$ cat config.mk
export PLATFORM = sky130hd
export DESIGN_NAME = msg_start_detect
export DESIGN_NICKNAME = d
export VERILOG_FILES = /design/src/rtl/msd_pkg.sv /design/src/rtl/msd_next.sv /design/src/rtl/msd_flag.sv /design/src/rtl/msg_start_detect.sv
export SDC_FILE = /design/constraint.sdc
export NUM_CORES = 1
export LEC_CHECK = 0
export BUFFER_PORTS_ARGS = -buffer_cell sky130_fd_sc_hd__buf_2
export CAP_MARGIN = 40
export CORE_AREA = 3 3 40 42
export CTS_CLUSTER_DIAMETER = 30
export DETAILED_ROUTE_END_ITERATION = 8
export DIE_AREA = 0 0 43 45
export GPL_TIMING_DRIVEN = 0
export SLEW_MARGIN = 15
export SYNTH_ARGS = -nofsm -noshare
export SYNTH_HDL_FRONTEND = slang
export SYNTH_SLANG_ARGS = --single-unit
export TNS_END_PERCENT = 30
$ cat constraint.sdc
create_clock -name clk -period 2.3 [get_ports clk]
set_clock_uncertainty 0.15 [all_clocks]
set_input_delay 0.345 -clock clk [delete_from_list [all_inputs] [get_ports clk]]
set_output_delay 0.345 -clock clk [all_outputs]
set_load 0.01 [all_outputs]
$ cat src/rtl/msd_pkg.sv
package msd_pkg;
    typedef enum logic [2:0] {
        SRCH_NONE = 3'd0,  // no useful suffix
        SRCH_1    = 3'd1,  // last bit was a one
        SRCH_10   = 3'd2,  // suffix one, zero
        SRCH_100  = 3'd3,  // suffix one, zero, zero
        FOUND     = 3'd4,  // flag cycle
        PARKED    = 3'd5   // terminal, ignores input
    } msd_state_e;

    typedef struct packed {
        msd_state_e st;
    } msd_regs_t;
endpackage

$ cat src/rtl/msd_next.sv
module msd_next
    import msd_pkg::*;
(
    input  msd_state_e cur,
    input  logic       bit_in,
    output msd_state_e nxt
);
    always_comb begin
        nxt = cur;
        unique case (cur)
            SRCH_NONE: nxt = bit_in ? SRCH_1 : SRCH_NONE;
            SRCH_1:    nxt = bit_in ? FOUND  : SRCH_10;
            SRCH_10:   nxt = bit_in ? SRCH_1 : SRCH_100;
            SRCH_100:  nxt = bit_in ? FOUND  : SRCH_NONE;
            FOUND:     nxt = PARKED;
            PARKED:    nxt = PARKED;
            default:   nxt = SRCH_NONE;
        endcase
    end
endmodule

$ cat src/rtl/msd_flag.sv
module msd_flag
    import msd_pkg::*;
(
    input  msd_state_e cur,
    output logic       flag
);
    always_comb flag = (cur == FOUND);
endmodule

$ cat src/rtl/msg_start_detect.sv
module msg_start_detect
    import msd_pkg::*;
(
    input  logic clk,
    input  logic rst,
    input  logic din,
    output logic detect
);
    msd_regs_t  regs_d, regs_q;
    msd_state_e step_st;

    msd_next u_next (
        .cur    (regs_q.st),
        .bit_in (din),
        .nxt    (step_st)
    );

    always_comb begin
        regs_d    = regs_q;
        regs_d.st = step_st;
        if (rst) regs_d.st = SRCH_NONE;
    end

    always_ff @(posedge clk) begin
        regs_q <= regs_d;
    end

    msd_flag u_flag (
        .cur  (regs_q.st),
        .flag (detect)
    );

    // reset leaves the machine searching with the flag low
    p_reset_search_r1: assert property (@(posedge clk)
        rst |=> (regs_q.st == SRCH_NONE && !detect));

    // a one after a one raises the flag
    p_pair_hit_r2: assert property (@(posedge clk) disable iff (rst)
        (regs_q.st == SRCH_1 && din) |=> detect);

    // a one after one-zero-zero raises the flag
    p_quad_hit_r3: assert property (@(posedge clk) disable iff (rst)
        (regs_q.st == SRCH_100 && din) |=> detect);

    // no history means no flag in the next cycle
    p_empty_quiet_r5: assert property (@(posedge clk) disable iff (rst)
        (regs_q.st == SRCH_NONE) |=> !detect);

    // the flag lasts one cycle
    p_single_pulse_r7: assert property (@(posedge clk) disable iff (rst)
        detect |=> !detect);

    // the terminal state holds and stays quiet
    p_parked_r8: assert property (@(posedge clk) disable iff (rst)
        (regs_q.st == PARKED) |=> (regs_q.st == PARKED && !detect));
endmodule

[After elaboration in Yosys (flattened, before gate mapping)]
Cells that the tools add are included.
Operators by class
  reductions and logical operators: 2
  equality and inequality tests: 5
  mux-type cells: 5
Operators with widths (number)
  $pmux W3 S5: 1
  $eq A3 B2 Y1 const B: 2
  $eq A3 B3 Y1 const B: 2
  $mux W3: 2
  $eq A3 B1 Y1 const B: 1
  $logic_not A3 Y1: 1
  $mux W2: 1
  $reduce_or A2 Y1: 1
  $mux W1: 1
Word-level totals
  register bits after elaboration: 3
  output and inout bits: 1
  input bits: 3
  logic and storage cells: 13

[Longest topological paths before layout]
Gate-level depths: netlist of run 1.
  word-level depth: 3
  gate-level depth with buffers: 3
  depth with buffers taken out: 3

[Hierarchy]
Synthesis of run 1 repeated with hierarchy kept, for this count alone.
Second synthesis, totals
  cells, all modules: 14
  area total of the unflattened synthesis: 136.4 um^2
Modules (own cells, without submodules)
  msg_start_detect: instances 1, sequential area each 60.1 um^2, area an instance 78.8 um^2, cells an instance 6
  msd_next: instances 1, sequential area each 0.0 um^2, area an instance 45.0 um^2, cells an instance 7
  msd_flag: instances 1, sequential area each 0.0 um^2, area an instance 12.5 um^2, cells an instance 1

[Least setup slack after synthesis of run 1]
No wires, ideal clock.
  path type: reg2out
  start point: register regs_q[1]
  end point: output detect
  slack: 1.172 ns
  stages on the path, launching flop included: 3
  arrival time: 0.633 ns
  cells stage by stage: dfxtp_1 -> nand2b_1 -> nor2_1
On the way
  longest elaborated chain between the ends: 1
RTL lines
  from (decl): RTL line msg_start_detect.sv:9  | msd_regs_t regs_d, regs_q;
  from (signal assigned): RTL line msg_start_detect.sv:25  | regs_q <= regs_d;
  $eq A3 B3 Y1: RTL line msd_flag.sv:7  | always_comb flag = (cur == FOUND);
  to (decl): RTL line msg_start_detect.sv:7  | output logic detect
Every way passes these cells.

[Worst setup path in the final report of run 1]
Same ends and word-level chain as after synthesis.

==> metrics.txt, run 1 <==
outcome=complete, no violations; R2R Path End=regs_q[0]; Mean Syn Cell Area=9.80 µm²; Placement Rows=13; Port Buffer Count=3; CTS Buf Count=3; Worst R2R Path Depth=3; period utilisation layout=62.0%; die area=1940 µm²; Final Hold Viols=0; initial DRC count=0; worst vdd ir=124 µV; cell leakage power=0.0662 nW; Data arrival, critical path=930 ps; worst rel slew slack=87.6%; Die W=43 µm; Root Driver=clkbuf_4; Detail Route Antenna Nets=0; Max-Cap Viols=0; EDFF count, synth=0; Max Clk Rate=702 MHz; Final Wtd Congestion=0.741; largest net degree at the start of global routing=5; Tightest Pin Transition=184 ps; vias in the first global route=111; Post-Route WL=255 µm; Critical Path RT=1800 ps; Worst path top cell family by delay=flip-flops; RSZ-0062 raised after global routing=no; area grow syn2layout=51.1%; top cell type's share of synthesized area=51.1%; #FFs+latches synth=3; first-pass GRT wire length=386 µm; hold buffers post-CTS=0; post-synthesis cell count=12; worst setup path startpoint=regs_q[1]; Filler Cell Count=146; Core Area=1280 µm²; mux cell area share after synthesis=0%; number of inserted diodes=0; drt first pass iters=1; min-delay worst type=primary input to flip-flop; area leader, netlist=dfxtp_1; Clk Latency, worst-skew pair=230 ps; uppermost layer routed=met3; wire length on met3=37 µm; post-CTS sizing=0; CP startpoint kind=flip-flop; antenna violations before repair=0; Clock Sink Count=3; # nets final=23; PD cells=938 nW/µm²; post-synthesis cell type count=8; met2 WL=123 µm; setup_tns=0 ps; Synth Area in Simple Gates=28.7%; drt wl/cell=7.50 µm; Congestion Overflow GR=0; largest family of logic cells by synthesized area=simple AND/OR/NAND/NOR gates; DR DRC count=0; half-perimeter wire length after placement=172 µm; M1 WL=95 µm; Finished Cell Area=178 µm²; layout cells sized above 1=36.8%; CP max stage cell=dfxtp_1; Compound-Gate Fraction of Synth Area=12.8%; hold endpoint=regs_q[1]; synthesized area=118 µm²; max FFs per register=3; GRT Total Usage=3.66%; Seq/Total Area, Yosys=51.1%; Post-synth top cells=dfxtp_1, a21oi_1, nor2_1; Critical Path, Cell by Cell=nand2b_1, nor2_1, buf_2; Top-Level Pins=4; H-tree Lvls=1; # placed instances=30; min-delay src=din; Post-synth ARST share=0%; worst path buffer plus inverter count=1; Post-DP Area=151 µm²; Slew Viols, Final=0; crit-path max FO=3; clk slew on worst S/H paths=40 ps; minimum clock period=1430 ps; Crit. End Element=output port; R2R setup slack=1430 ps; Non-Filler Instances=34; Die Ht=45 µm; post-CTS setup buffer count=0; adder-cell area share of the yosys netlist=0%; post-synthesis net count=15; Vias/cell=3.18; final setup violating endpoints=0; Ys Warns=0; largest registers=regs_q: 3 flops; CTS tree=yes; CP Class=flip-flop to output port; Initial Utilization=9.15%; XOR/XNOR Fraction of Synth Area=7.45%; slowest cell delay on critical path=320 ps; Largest Register=regs_q; worst r2r src=regs_q[2]; CTS Buffer Depth=2; Top FF cell, synth=dfxtp_1; most common cell in the netlist=dfxtp_1; worst hold stages=2; synth top area cells=dfxtp_1, nor4_2, a21oi_1; Vias=108
placed cells by master, fill, tap and decap left out:
master / instances
a21oi_1: 2
buf_2: 3
clkbuf_1: 1
clkbuf_4: 3
dfxtp_1: 3
nand2b_1: 1
nand3b_1: 1
nor2_1: 2
nor4_2: 1
o21ai_0: 1
xnor2_1: 1
per-stage QoR:
stage / utilization (%) / power [W] / hold WS [ps] / setup slack [ps]
2_1_floorplan: - / 0.0000704 / 264 / 1170
4_1_cts: 13.8 / 0.000174 / 153 / 857
5_1_grt: 13.8 / 0.000178 / 152 / 793
3_5_place_dp: 11.8 / 0.0000761 / 329 / 1110
6_report: 13.8 / 0.000167 / 163 / 875
3_3_place_gp: 11.8 / 0.0000759 / 325 / 1120
how the worst max path moves through the flow:
stage	end	slack, ps	cells after the start
after floorplan	detect	1170	2
after global placement	detect	1120	3
after CTS	detect	860	3
after detailed placement	detect	1110	3
after global routing	detect	790	3
final	detect	870	3
worst reg2reg max path, stage by stage (launching register included):
cell and delay, ps:
dfxtp_1 330, nor2_1 100, o21ai_0 80, a21oi_1 140
power breakdown:
part | internal [W] | switching, W
Combinational | 0.00000759 | 0.00000675
Clock | 0.0000650 | 0.0000264
Sequential | 0.0000565 | 0.00000441
Total | 0.000129 | 0.0000375
per-layer routing:
layer,up-vias,track usage (%)
met5,-,0
met4,0,7.23
met3,0,3.98
met2,4,3.89
met1,49,2.16
li1,55,-
area by class of cell:
cell class              instances  area, µm²  area share, %
clock buffers                   4       26.3           14.8
multi-input cells               9       57.6           32.4
flip-flops and latches          3       60.1           33.8
well taps                      15       18.8           10.6
repair buffers                  3       15.0           8.45
cells by family after synthesis:
family and count (synthesis):
XOR/XNOR 1, AO/OA/AOI/OAI 3, flip-flops 3, AND/OR/NAND/NOR 5
No activity file was read; power rests on OpenSTA's default activity.
==> run 2, diff against run 1 <==
--- a/config.mk
+++ b/config.mk
@@ -5,6 +5,7 @@
 export SDC_FILE = /design/constraint.sdc
 export NUM_CORES = 1
 export LEC_CHECK = 0
+export ABC_AREA = 1
 export BUFFER_PORTS_ARGS = -buffer_cell sky130_fd_sc_hd__buf_2
 export CAP_MARGIN = 40
 export CORE_AREA = 3 3 40 42
==> constraint.sdc (replaced) <==
create_clock -name clk -period 1.2 [get_ports clk]
set_clock_uncertainty 0.15 [all_clocks]
set_input_delay 0.18 -clock clk [delete_from_list [all_inputs] [get_ports clk]]
set_output_delay 0.18 -clock clk [all_outputs]
set_load 0.01 [all_outputs]
==> run 2 against run 1 <==
Die area is the same. Critical path type unchanged. First-iteration DRC count increased by 1. Setup slack got worse by 870 ps. Critical path depth shrank 1. Synthesized area is 12% higher. Design area is 17% higher. Clock power rose by 91%. Routed wire length is 10% higher. Non-clock buffer count rose by 1. Highest routed layer unchanged. Via count increased by 30%. Combinational power grew 110%. Flip-flop and latch count unchanged.
==> metrics.txt, run 2 <==
outcome=complete, no violations; area leader, netlist=dfxtp_1; CTS Buf Count=3 (unchanged); first-pass GRT wire length=517 µm (+34%); area grow syn2layout=58.1%; worst path buffer plus inverter count=1 (unchanged); Initial Utilization=10.2% (+1.1 points); largest net degree at the start of global routing=6 (+1); Placement Rows=13 (unchanged); top cell type's share of synthesized area=45.7% (-5.3 points); Place WS=173 ps (-940 ps); cell leakage power=0.103 nW (+55%); CTS tree=yes; #FFs+latches synth=3 (unchanged); clock power share=54.3% (-0.5 points); largest family of logic cells by synthesized area=simple AND/OR/NAND/NOR gates; Post-synth top cells=inv_1, nand2_1, dfxtp_1, nor2_1, a21oi_1; post-synthesis cell type count=8 (unchanged); post-synthesis cell count=19 (+7); Tightest Pin Transition=130 ps (-53.7 ps); drt wl/cell=6.69 µm (-11%); hold buffers post-CTS=0 (unchanged); RSZ-0062 raised after global routing=yes; Post-Route WL=281 µm (+10%); Switch Pwr=0.0000725 W (+93%); Filler Cell Count=149 (+2.1%); setup_tns=0 ps (unchanged); Final Wtd Congestion=0.584 (-21%); CP Class=flip-flop to output port; slowest cell delay on critical path=330 ps (about the same); max FFs per register=3 (unchanged); Critical Path RT=870 ps (-930 ps); Detail Route Antenna Nets=0 (unchanged); Post-DP Area=165 µm² (+9.1%); Clk Latency, worst-skew pair=230 ps (about the same); worst rel slew slack=91.2% (+3.6 points); clk slew on worst S/H paths=40 ps (about the same); Post-synth ARST share=0% (unchanged); EDFF count, synth=0 (unchanged); Vias/cell=3.33 (+4.9%); worst vdd ir=270 µV (+120%); sequential share of power=36.3% (-0.3 points); Data arrival, critical path=870 ps (-60 ps); sw frac=22.6% (+0.11 points); Worst path top cell family by delay=flip-flops; crit-path max FO=5 (+2); Crit. End Element=output port; min-delay worst type=primary input to flip-flop; total power=0.000320 W (+92%); post-synthesis net count=22 (+7); antenna violations before repair=0 (unchanged); Ys Warns=0 (unchanged); Final Hold Viols=0 (unchanged); Non-Filler Instances=42 (+24%); Comb pwr share=9.5% (+0.9 points); GRT Total Usage=4.16% (+0.50 points); Max Clk Rate=836 MHz; Max-Cap Viols=0 (unchanged); XOR/XNOR Fraction of Synth Area=0% (-7.4 points); number of inserted diodes=0 (unchanged); Top FF cell, synth=dfxtp_1; layout cells sized above 1=48.1% (+11 points); die area=1940 µm² (unchanged); Top-Level Pins=4 (unchanged); half-perimeter wire length after placement=182 µm (+6.1%); synth top area cells=dfxtp_1, inv_1, nand2_1; Compound-Gate Fraction of Synth Area=11.4% (-1.3 points); final setup violating endpoints=0 (unchanged); CTS Buffer Depth=2 (unchanged); Finished Cell Area=208 µm² (+17%); Seq/Total Area, Yosys=45.7% (-5.3 points); # nets final=31 (+35%); Critical Path, Cell by Cell=nor3_2, buf_2; commonest non-fill, non-tap cell in the layout=nand2_1; Vias=140 (+30%); vias in the first global route=150 (+35%); Die Ht=45 µm (unchanged); Mean Syn Cell Area=6.91 µm² (-29%); Congestion Overflow GR=0 (unchanged); drt first pass iters=2 (+1); Slew Viols, Final=0 (unchanged); PD cells=1540 nW/µm² (+64%); minimum clock period=1200 ps; Die W=43 µm (unchanged); mux cell area share after synthesis=0% (unchanged); adder-cell area share of the yosys netlist=0% (unchanged); H-tree Lvls=1 (unchanged); Clock Sink Count=3 (unchanged); Int Power=0.000248 W (+92%); Largest Register=regs_q; period utilisation layout=99.7%; CP max stage cell=dfxtp_2; Port Buffer Count=3 (unchanged); # placed instances=37 (+23%); largest registers=regs_q: 3 flops; CP startpoint kind=flip-flop; initial DRC count=1 (+1); final setup margin=3.40 ps (-871 ps); Synth Area in Simple Gates=31.4% (+2.7 points); synthesized area=131 µm² (+12%); Core Area=1280 µm² (unchanged); Root Driver=clkbuf_4; DR DRC count=0 (unchanged)
-- run 2: worst paths after layout --
check	startpoint	endpoint	cells after the start	slack [ps]
worst max-delay path	regs_q[1]	detect	2	3
worst max register to register	regs_q[2]	regs_q[1]	4	280
worst min register to register	regs_q[2]	regs_q[0]	2	320
worst min-delay path	rst	regs_q[1]	4	60
-- run 2: power by group through the flow --
stage	Clock (W)	Sequential (W)	Combinational [W]
after global placement	0	0.000116	0.0000245
after detailed placement	0	0.000116	0.0000250
after CTS	0.000186	0.000115	0.0000307
after floorplan	0	0.000115	0.0000171
final	0.000174	0.000116	0.0000303
after global routing	0.000186	0.000117	0.0000351
-- run 2: cells by family (layout without fill, tap and decap cells) --
logic type | after synthesis | count (layout)
AO/OA/AOI/OAI | 3 | 3
buffers and inverters | 4 | 12
flip-flops | 3 | 3
AND/OR/NAND/NOR | 9 | 9
-- run 2: repair_timing --
action                     in CTS  in global routing
pin swaps                       1                  1
cloned                          0                  0
resized for setup               3                  2
buffers inserted                1                  0
setup endpoints to repair       1                  1
-- run 2: final cells by class --
class,count,area (µm²),share of cell area (%)
clock buffers,4,26.3,12.7
multi-input cells,12,61.3,29.5
well taps,15,18.8,9.04
repair buffers,4,22.5,10.8
inverters,4,15.0,7.23
flip-flops and latches,3,63.8,30.7
-- run 2: per-stage QoR --
stage	util, %	hold WS, ps
3_5_place_dp	12.9	302
3_3_place_gp	12.9	307
2_1_floorplan	-	175
4_1_cts	16.0	54.0
5_1_grt	16.2	102
6_report	16.2	59.3
-- run 2: worst reg2reg max path, delay by kind of cell, from the launching register on --
family,cells,cell delay (ps)
flops,1,310
buf+inv,1,130
simple gates,3,250
-- run 2: layer usage --
layer  up-vias  share of wire [%]  track usage (%)
met3         0                 11             2.79
met1        62                 38             3.12
met5         -                  0                0
met4         0                  0             7.23
li1         75                  -                -
met2         3                 51             5.39
==> run 3, diff against run 2 <==
==> constraint.sdc (replaced) <==
create_clock -name clk -period 1.3 [get_ports clk]
set_clock_uncertainty 0.15 [all_clocks]
set_input_delay 0.195 -clock clk [delete_from_list [all_inputs] [get_ports clk]]
set_output_delay 0.195 -clock clk [all_outputs]
set_load 0.01 [all_outputs]
==> run 3 against run 2 <==
Via count shrank 5.0%. Setup slack gained 57 ps. Sequential power shrank 9%. Global-route usage shrank 0.50 points. Flip-flop and latch count is the same. First-iteration DRC count grew 100%. Register-to-register slack gained 160 ps. Clock power shrank 8%. Routed wire length shrank 2.5%. Power shrank 9.4%. Final cell count shrank 2.4%. Critical path depth is the same. Critical endpoint unchanged.
==> metrics.txt, run 3 (synthesis gave the netlist of run 2 again) <==
Placement Rows=13 (unchanged); Final Wtd Congestion=0.584 (unchanged); antenna violations before repair=0 (unchanged); vias in the first global route=131 (-13%); Die W=43 µm (unchanged); die area=1940 µm² (unchanged); Post-DP Area=165 µm² (unchanged); crit-path max FO=5 (unchanged); largest registers=regs_q: 3 flops; clock power share=55.3% (+1.0 points); period utilisation layout=95.4%; Post-Route WL=274 µm (-2.5%); Critical Path, Cell by Cell=nor3_1, buf_2; Vias=133 (-5.0%); Top-Level Pins=4 (unchanged); Crit. End Element=output port; # nets final=30 (-3.2%); Congestion Overflow GR=0 (unchanged); clk slew on worst S/H paths=40 ps (about the same); cell leakage power=0.0932 nW (-9.2%); initial DRC count=2 (+1); Clk Latency, worst-skew pair=230 ps (about the same); final setup violating endpoints=0 (unchanged); Int Power=0.000225 W (-9.2%); Filler Cell Count=149 (unchanged); Core Area=1280 µm² (unchanged); min-delay worst type=primary input to flip-flop; setup_tns=0 ps (unchanged); drt wl/cell=6.68 µm (-0.11%); Data arrival, critical path=890 ps (+20 ps); CTS tree=yes; CP max stage cell=dfxtp_1; sw frac=22.5% (-0.15 points); area grow syn2layout=46.7%; most frequent cells in the layout=inv_1, nand2_1, nor2_1, clkbuf_4, buf_2; H-tree Lvls=1 (unchanged); RSZ-0062 raised after global routing=no; Switch Pwr=0.0000652 W (-10%); Initial Utilization=10.2% (unchanged); DR DRC count=0 (unchanged); Max-Cap Viols=0 (unchanged); Root Driver=clkbuf_4; sequential share of power=36.6% (+0.3 points); Non-Filler Instances=41 (-2.4%); Slew Viols, Final=0 (unchanged); worst rel slew slack=90.3% (-0.90 points); worst vdd ir=255 µV (-5.3%); Vias/cell=3.24 (-2.7%); GRT Total Usage=3.66% (-0.50 points); Max Clk Rate=807 MHz; drt first pass iters=2 (unchanged); max FFs per register=3 (unchanged); Final Hold Viols=0 (unchanged); Die Ht=45 µm (unchanged); # placed instances=37 (unchanged); CP startpoint kind=flip-flop; fin util=15.0% (-1.2 points); Port Buffer Count=3 (unchanged); number of inserted diodes=0 (unchanged); PD cells=1510 nW/µm² (-2.3%); Finished Cell Area=193 µm² (-7.2%); Comb pwr share=8.1% (-1.4 points); Place WS=258 ps (+85.0 ps); final setup margin=60.1 ps (+56.7 ps); first-pass GRT wire length=434 µm (-16%); area of the multi-input gates=56.3 µm² (-8.2%); Detail Route Antenna Nets=0 (unchanged); outcome=complete, no violations; CTS Buf Count=3 (unchanged); Clock Sink Count=3 (unchanged); CTS Buffer Depth=2 (unchanged); Critical Path RT=950 ps (+80 ps); Reg area=61.3 µm² (-3.9%); CP Class=flip-flop to output port; slowest cell delay on critical path=330 ps (about the same); Largest Register=regs_q; half-perimeter wire length after placement=182 µm (unchanged); largest net degree at the start of global routing=6 (unchanged); hold buffers post-CTS=0 (unchanged); Tightest Pin Transition=144 ps (+13.4 ps); layout cells sized above 1=30.8% (-17 points); minimum clock period=1240 ps
==> run 3: layout make-up <==
class / instances / area share (%)
timing repair buffer: 3 / 7.79
clock buffer: 4 / 13.6
inverter: 4 / 7.79
sequential: 3 / 31.8
tap: 15 / 9.74
multi-input combinational: 12 / 29.2
==> run 3: path summary, 6_finish.rpt <==
path	startpoint	slack, ps	endpoint	cells after the start
setup / recovery	regs_q[1]	60	detect	2
hold / removal	rst	80	regs_q[1]	4
setup reg to reg	regs_q[1]	440	regs_q[0]	2
hold reg to reg	regs_q[2]	350	regs_q[0]	2
==> run 3: critical path: cells and delay by family, from the launching register on <==
| family | cells | cell delay (ps) |
|---|---|---|
| flops | 1 | 330 |
| simple gates | 1 | 180 |
| buf+inv | 1 | 150 |
==> run 3: timing repair <==
action | in CTS | in global routing
gates resized for setup | 0 | 1
buffers inserted | 0 | 0
setup endpoints to repair | 0 | 1
==> run 3: power by group through the flow <==
stage                     clock, W  combinational (W)  sequential, W
after floorplan                  0          0.0000158       0.000106
after global placement           0          0.0000226       0.000107
after detailed placement         0          0.0000231       0.000107
after CTS                 0.000172          0.0000232       0.000106
after global routing      0.000171          0.0000268       0.000107
final                     0.000160          0.0000235       0.000106
==> run 3: per-layer routing <==
layer,global-route usage [%],up-vias,part of all wire [%]
met4,7.23,0,0
met3,2.79,0,11
li1,-,72,-
met5,0,-,0
met1,2.64,58,40
met2,4.19,3,48
==> run 3: metrics by stage <==
step           power [W]  hold slack [ps]
3_3_place_gp    0.000129              322
2_1_floorplan   0.000122              190
6_report        0.000290             78.4
3_5_place_dp    0.000130              317
4_1_cts         0.000300             69.0
5_1_grt         0.000305              116
